[src/rtl/psk_phase_err_pkg.sv]
package psk_phase_err_pkg;
  localparam int unsigned PH_W_DEF  = 8;
  localparam int unsigned OFS_W_DEF = 4;
  localparam int unsigned SH_W_DEF  = 2;

  typedef struct packed {
    logic [SH_W_DEF-1:0]  shamt;
    logic [OFS_W_DEF-1:0] offset;
  } pe_cfg_t;

  function automatic pe_cfg_t pe_cfg_split(input logic [SH_W_DEF+OFS_W_DEF-1:0] w);
    pe_cfg_t c;
    c.offset = w[OFS_W_DEF-1:0];
    c.shamt  = w[SH_W_DEF+OFS_W_DEF-1:OFS_W_DEF];
    return c;
  endfunction
endpackage

[src/rtl/pe_rotate.sv]
module pe_rotate #(
  parameter int unsigned PH_W  = 8,
  parameter int unsigned OFS_W = 4
) (
  input  logic [PH_W-1:0]  phase_i,
  input  logic [OFS_W-1:0] offset_i,
  output logic [PH_W-1:0]  phase_o
);
  localparam int unsigned LO_W = PH_W - OFS_W;

  generate
    if (LO_W == 0) begin : g_full
      assign phase_o = phase_i + offset_i;
    end else begin : g_upper
      logic [OFS_W-1:0] hi_sum;
      assign hi_sum  = phase_i[PH_W-1 -: OFS_W] + offset_i;
      assign phase_o = {hi_sum, phase_i[LO_W-1:0]};
    end
  endgenerate
endmodule

[src/rtl/pe_fold.sv]
module pe_fold #(
  parameter int unsigned PH_W = 8,
  parameter int unsigned SH_W = 2
) (
  input  logic [PH_W-1:0] phase_i,
  input  logic [SH_W-1:0] shamt_i,
  output logic [PH_W-1:0] fold_o
);
  logic [PH_W-1:0] stage [SH_W+1];

  assign stage[0] = phase_i;

  generate
    for (genvar k = 0; k < SH_W; k++) begin : g_stage
      assign stage[k+1] = shamt_i[k] ? (stage[k] << (2**k)) : stage[k];
    end
  endgenerate

  assign fold_o = stage[SH_W];
endmodule

[src/rtl/pe_pipe.sv]
module pe_pipe #(
  parameter int unsigned W = 8
) (
  input  logic         clk,
  input  logic         rst_n,
  input  logic         in_valid,
  output logic         in_ready,
  input  logic [W-1:0] in_data,
  output logic         out_valid,
  input  logic         out_ready,
  output logic [W-1:0] out_data
);
  logic take;

  assign in_ready = !out_valid || out_ready;
  assign take     = in_valid && in_ready;

  always_ff @(posedge clk or negedge rst_n) begin
    if (!rst_n) begin
      out_valid <= 1'b0;
      out_data  <= '0;
    end else begin
      if (take) begin
        out_valid <= 1'b1;
        out_data  <= in_data;
      end else if (out_ready) begin
        out_valid <= 1'b0;
      end
    end
  end

  a_r9_accept_sets_valid: assert property (@(posedge clk) disable iff (!rst_n)
    (in_valid && in_ready) |=> out_valid);

  a_r9_drain_clears_valid: assert property (@(posedge clk) disable iff (!rst_n)
    (out_ready && !in_valid) |=> !out_valid);

  a_r10_hold_on_stall: assert property (@(posedge clk) disable iff (!rst_n)
    (out_valid && !out_ready) |=> (out_valid && $stable(out_data)));

  a_r10_stall_blocks_input: assert property (@(posedge clk) disable iff (!rst_n)
    (out_valid && !out_ready) |-> !in_ready);
endmodule

[src/rtl/psk_phase_err.sv]
module psk_phase_err
  import psk_phase_err_pkg::*;
#(
  parameter int unsigned PH_W  = PH_W_DEF,
  parameter int unsigned OFS_W = OFS_W_DEF,
  parameter int unsigned SH_W  = SH_W_DEF
) (
  input  logic                  clk,
  input  logic                  rst_n,
  input  logic [OFS_W+SH_W-1:0] cfg_word,
  input  logic                  in_valid,
  output logic                  in_ready,
  input  logic [PH_W-1:0]       in_phase,
  output logic                  out_valid,
  input  logic                  out_ready,
  output logic [PH_W-1:0]       out_err
);
  localparam int unsigned LO_W   = PH_W - OFS_W;
  localparam int unsigned MAX_SH = (2**SH_W) - 1;

  logic [OFS_W-1:0] offset;
  logic [SH_W-1:0]  shamt;
  logic [PH_W-1:0]  rotated;
  logic [PH_W-1:0]  folded;

  assign offset = cfg_word[OFS_W-1:0];
  assign shamt  = cfg_word[OFS_W+SH_W-1:OFS_W];

  pe_rotate #(.PH_W(PH_W), .OFS_W(OFS_W)) u_rotate (
    .phase_i  (in_phase),
    .offset_i (offset),
    .phase_o  (rotated)
  );

  pe_fold #(.PH_W(PH_W), .SH_W(SH_W)) u_fold (
    .phase_i (rotated),
    .shamt_i (shamt),
    .fold_o  (folded)
  );

  pe_pipe #(.W(PH_W)) u_pipe (
    .clk       (clk),
    .rst_n     (rst_n),
    .in_valid  (in_valid),
    .in_ready  (in_ready),
    .in_data   (folded),
    .out_valid (out_valid),
    .out_ready (out_ready),
    .out_data  (out_err)
  );

  // zero configuration passes the phase through one stage later
  a_r4_passthrough: assert property (@(posedge clk) disable iff (!rst_n)
    (in_valid && in_ready && cfg_word == '0) |=> (out_err == $past(in_phase)));

  generate
    if (LO_W > 0) begin : g_lo_chk
      a_r2_low_bits_kept: assert property (@(posedge clk) disable iff (!rst_n)
        (in_valid && in_ready && shamt == '0)
          |=> (out_err[LO_W-1:0] == $past(in_phase[LO_W-1:0])));
    end
    if (MAX_SH < PH_W) begin : g_fill_chk
      a_r3_zero_fill: assert property (@(posedge clk) disable iff (!rst_n)
        (in_valid && in_ready && shamt == SH_W'(MAX_SH))
          |=> (out_err[MAX_SH-1:0] == '0));
    end
  endgenerate
endmodule

[config.mk]
export PLATFORM = sky130hd
export DESIGN_NAME = psk_phase_err
export DESIGN_NICKNAME = d
export VERILOG_FILES = /design/src/rtl/psk_phase_err_pkg.sv /design/src/rtl/pe_rotate.sv /design/src/rtl/pe_fold.sv /design/src/rtl/pe_pipe.sv /design/src/rtl/psk_phase_err.sv
export SDC_FILE = /design/constraint.sdc
export NUM_CORES = 1
export LEC_CHECK = 0
export BUFFER_PORTS_ARGS = -buffer_cell sky130_fd_sc_hd__buf_4
export CORE_UTILIZATION = 45
export CTS_BUF_LIST = sky130_fd_sc_hd__clkbuf_4 sky130_fd_sc_hd__clkbuf_8 sky130_fd_sc_hd__clkbuf_16
export DETAILED_ROUTE_END_ITERATION = 12
export GPL_ROUTABILITY_DRIVEN = 0
export PLACE_DENSITY_LB_ADDON = 0.2
export SLEW_MARGIN = 30
export SYNTH_ARGS = -nofsm -noshare
export SYNTH_HDL_FRONTEND = slang
export SYNTH_SLANG_ARGS = --single-unit
[constraint.sdc]
create_clock -name clk -period 2.58 [get_ports clk]
set_input_delay 0.129 -clock clk [delete_from_list [all_inputs] [get_ports clk]]
set_output_delay 0.129 -clock clk [all_outputs]
set_load 0.02 [all_outputs]
**Yosys cells after proc, flatten, opt, wreduce, memory -nomap -nowiden**

Cells that the tools add are included.

- Output and inout port bits: 10
- Bits of input ports: 18
- Register bits after elaboration: 9
- Word-level logic and storage cells: 11

- Reduce and logical (&&, ||, !) cells: 4
- Add/sub/neg operators: 1
- Muxes and demuxes: 4

Operators with widths:

| operator | count |
|---|---|
| two-way mux 8 bit | 2 |
| adder 4 bit | 1 |
| two-way mux 1 bit | 2 |
| nonzero test 2 bit | 1 |
| logical AND 1 bit | 1 |
| zero test 1 bit | 1 |
| logical OR 1 bit | 1 |

**Logic depth before layout (Yosys ltp)**

- Word-level depth: 4
- Depth in mapped cells: 7

**Modules after synthesis**

A second synthesis with hierarchy kept.

- Cells, all modules: 51
- Area, all modules: 678.2 um^2

By module, submodules not included:

| module | area an instance (um^2) | sequential area each (um^2) | times used | cells an instance |
|---|---|---|---|---|
| pe_pipe | 385.4 | 225.2 | 1 | 20 |
| pe_fold | 162.7 | 0.0 | 1 | 18 |
| pe_rotate | 130.1 | 0.0 | 1 | 13 |

**Worst setup path before layout**

No wires, ideal clock.

- Path kind: input to register
- Start: input port cfg_word[0]
- End: register u_pipe.out_data[5]
- Data arrival time: 1532 ps
- Path slack: 923 ps
- Required time: 2455 ps
- Path buffers: 0
- Cell stages on the path: 6
- Cells stage by stage: ha_1 inv_1 fa_1 inv_1 mux4_2 mux2_2

- Cells in the longest elaborated chain, start to end: 3

RTL lines:

| element | RTL line | source |
|---|---|---|
| from (decl) | psk_phase_err.sv:10 | `input logic [OFS_W+SH_W-1:0] cfg_word,` |
| adder 4 bit | pe_rotate.sv:16 | `assign hi_sum = phase_i[PH_W-1 -: OFS_W] + offset_i;` |
| two-way mux 8 bit (2 in a row) | pe_fold.sv:15 | `assign stage[k+1] = shamt_i[k] ? (stage[k] << (2**k)) : stage[k];` |
| to (signal assigned) | pe_pipe.sv:25 | `out_data <= in_data;` |
| to (decl) | pe_pipe.sv:11 | `output logic [W-1:0] out_data` |

Every way passes these cells.
A chain may end at the register's enable or synchronous reset.

**Worst setup path after layout**

Ends and elaborated chain as after synthesis.

==> key figures <==
Layout
  • Final Non-Filler Cells: about 110
  • Utilization after layout: between 70 and 80%
  • Antenna cells: 0
  • Area grow syn2layout: 38.82%
  • Layout Nets: 114
  • Layout Cell Area excl Fill: 854.6 µm²
  • Ratio of cells with drive above 1 in the final layout: approximately two fifths

Placed design
  • Place WS: between 700 and 800 ps
  • Hpwl dp: between 1 and 1.5 mm
  • Placed cells: 100
  • Port bufs: 27
  • Placed cell area: around 810 µm²

Power
  • Pleak: 0.4361 nW
  • Pwr/cell area: around 530 nW/µm²
  • Flop pwr share: ~39%
  • Internal power: 0.3136 mW
  • VDD IR max: around 0.24 mV
  • Net switching power: 0.1366 mW
  • Switching Share: 30.34%
  • Part of the power in the clock network: between 20% and 30%
  • Gate power share: a little over a third

Critical path
  • Largest fanout on the critical path: 2
  • Critical path's top delay family: multiplexers
  • WS Path Type: in -> reg
  • Buf/Inv on CP: 3
  • Crit. End Element: register
  • R2R depth: 3
  • Crit path DAT: ~1700 ps
  • Worst EP required: approximately 2700 ps
  • Crit path top cell by count: inv_1
  • Critical path depth: 7
  • Crit start category: input pin
  • Worst path slowest cell: fa_1
  • CP cell instances: buf_4, ha_1, inv_1, fa_1, inv_1, mux4_2, mux2_2
  • Largest stage delay, worst path: just under 500 ps

Min path
  • Worst hold-check path type: in -> reg
  • Worst hold path stage count: 2

STA
  • Slew @ Worst Pin: approximately 400 ps
  • Setup Skew: between 5 and 6 ps
  • Fin crit share: 59.74%
  • Final setup violation count: 0
  • Hold Violations, Final: 0
  • Fmax: 648.8 MHz
  • Final worst setup slack: roughly 1000 ps
  • Minimum clock period: between 1500 and 2000 ps
  • Worst slew margin: 73.18%
  • Slew Viols, Final: 0
  • RSZ-0062 raised after global routing: no
  • Setup TNS: 0 ps

Job
  • Max-Cap Viols: 0

Logic synthesis
  • Post-synth EDFFs: 0
  • Post-synth top flop: dfrtp_1
  • Syn_nets: 84
  • Synth area leader: dfrtp_1
  • Syn Area/Cell: around 10 µm²
  • FF+latch count, synth: 9
  • Number of distinct library cells after synthesis: 24
  • Synthesized cell area: around 620 µm²
  • Post-synth ARST share: 100.0%
  • Ys Warns: 0
  • Seq/Total Area, Yosys: 36.59%
  • Share of the synthesized area in the top cell type: 36.59%
  • Synth Instances: 62
  • Synth top area cells: dfrtp_1, mux4_2, ha_1

Run status
  • Status: finished, final reports clean

Clocking
  • CTS sink count: 9
  • CTS resizes: 0
  • Max clock buf depth: 2
  • Root Driver: clkbuf_4
  • H-tree depth: 1
  • Postcts setup bufs: 0
  • CTS tree: built
  • Clk slew on worst S/H paths: about 60 ps
  • Total CTS buffers: 3
  • Clk_lat worst skew: around 250 ps

Floorplan
  • Die width: between 30 and 40 µm
  • Core Rows: 12
  • Die area: around 1500 µm²
  • I/O pin cnt: 28
  • Starting density of the core: about half
  • Die boundary height: ~40 µm
  • Core Region: about 1200 µm²

GRT
  • Initial antenna violation count: 0
  • First-pass GRT wire length: 2.056 mm
  • GR Overflow Total: 0
  • Total GRT Usage: between 20% and 30%
  • Vias in the first global route: 521
  • Pin count of the biggest net entering global routing: 15

Routing
  • Pre-antenna DRT Iters: 2
  • Initial drt markers: 4
  • ANT nets after route: 0
  • DRC Markers: 0
  • Vias: 540
  • Wire length per cell: between 10 and 15 µm
  • Total wire length: 1.228 mm
  • Vias/cell: between 5 and 6
## cell families after synthesis
family | count (synthesis) | synth area share (%)
adder cells (fa/ha/maj) | 4 | 9.350
AO/OA/AOI/OAI | 15 | 15.04
buffers and inverters | 8 | 6.504
AND/OR/NAND/NOR | 17 | 13.82
flip-flops | 9 | 36.59
XOR/XNOR | 2 | 2.846
multiplexers | 7 | 15.85
## per-stage QoR
step	power, mW	hold slack, ps
finish	0.4501	102.7
global route	0.4820	100.9
CTS	0.4555	101.7
detailed placement	0.3405	-41.82
global placement	0.3345	-42.84
floorplan	0.2678	-166.6
## cell type report
cell class | count | area [µm²]
Clock buffer | 4 | 30.03
Timing Repair Buffer | 28 | 212.7
Fill cell | 99 | 331.6
Sequential cell | 9 | 225.2
Tap cell | 14 | 17.52
Inverter | 5 | 18.77
Multi-Input combinational cell | 45 | 350.3
## layout by cell type, fill, tap and decap left out, drive strengths merged
master / Yosys / routed
o21ai: 5 / 5
mux2i: 3 / 3
nand2: 8 / 8
nand3: 1 / 1
ha: 3 / 3
clkbuf: 0 / 4
and3: 1 / 1
fa: 1 / 1
a21oi: 2 / 2
nand3b: 1 / 1
nor2: 2 / 2
a211oi: 3 / 3
nand2b: 2 / 2
xor2: 2 / 2
o31ai: 1 / 1
a21o: 2 / 2
mux4: 2 / 2
dlygate4sd3: 0 / 1
or4: 1 / 1
dfrtp: 9 / 9
a31oi: 2 / 2
mux2: 2 / 2
buf: 3 / 27
inv: 5 / 5
and2b: 1 / 1
## what timing repair did
item,4_1_cts,5_1_grt
setup endpoints to repair,0,0
hold buffers,1,0
endpoints found under the hold margin,9,0
## synthesized netlist by cell type, types with 3 or more instances
cell type,number
a211oi_1,3
dfrtp_1,9
ha_1,3
inv_1,5
mux2i_1,3
nand2_1,8
o21ai_0,5
## sequential cells by signal, summed over array words and instances (netlist names)
register and flops:
u_pipe.out_data 8, u_pipe.out_valid 1
## path summary, 6_finish.rpt
| path | to | slack [ps] | from |
|---|---|---|---|
| setup / recovery | u_pipe.out_data[5] | 1040 | cfg_word[0] |
| hold / removal | u_pipe.out_valid | 100 | in_valid |
| setup reg to reg | u_pipe.out_data[3] | 1260 | u_pipe.out_valid |
| hold reg to reg | u_pipe.out_data[2] | 480 | u_pipe.out_data[2] |
| max in group asynchronous | u_pipe.out_data[3] | 2210 | rst_n |
| min in group asynchronous | u_pipe.out_data[7] | 230 | rst_n |
## routing by layer
layer	vias up	routed length (µm)	global-route usage [%]
met5	-	0	0
met4	0	0	7.759
met3	0	50	1.734
met2	17	644	37.08
met1	243	533	23.64
li1	280	-	-
## power by group through the flow
stage	registers (mW)	clock network [mW]	logic (mW)
final	0.173	0.114	0.163
after global routing	0.176	0.127	0.180
after CTS	0.174	0.116	0.166
after detailed placement	0.176	0	0.164
after global placement	0.175	0	0.159
after floorplan	0.203	0	0.0651
Power figures use the tool's default switching activity.
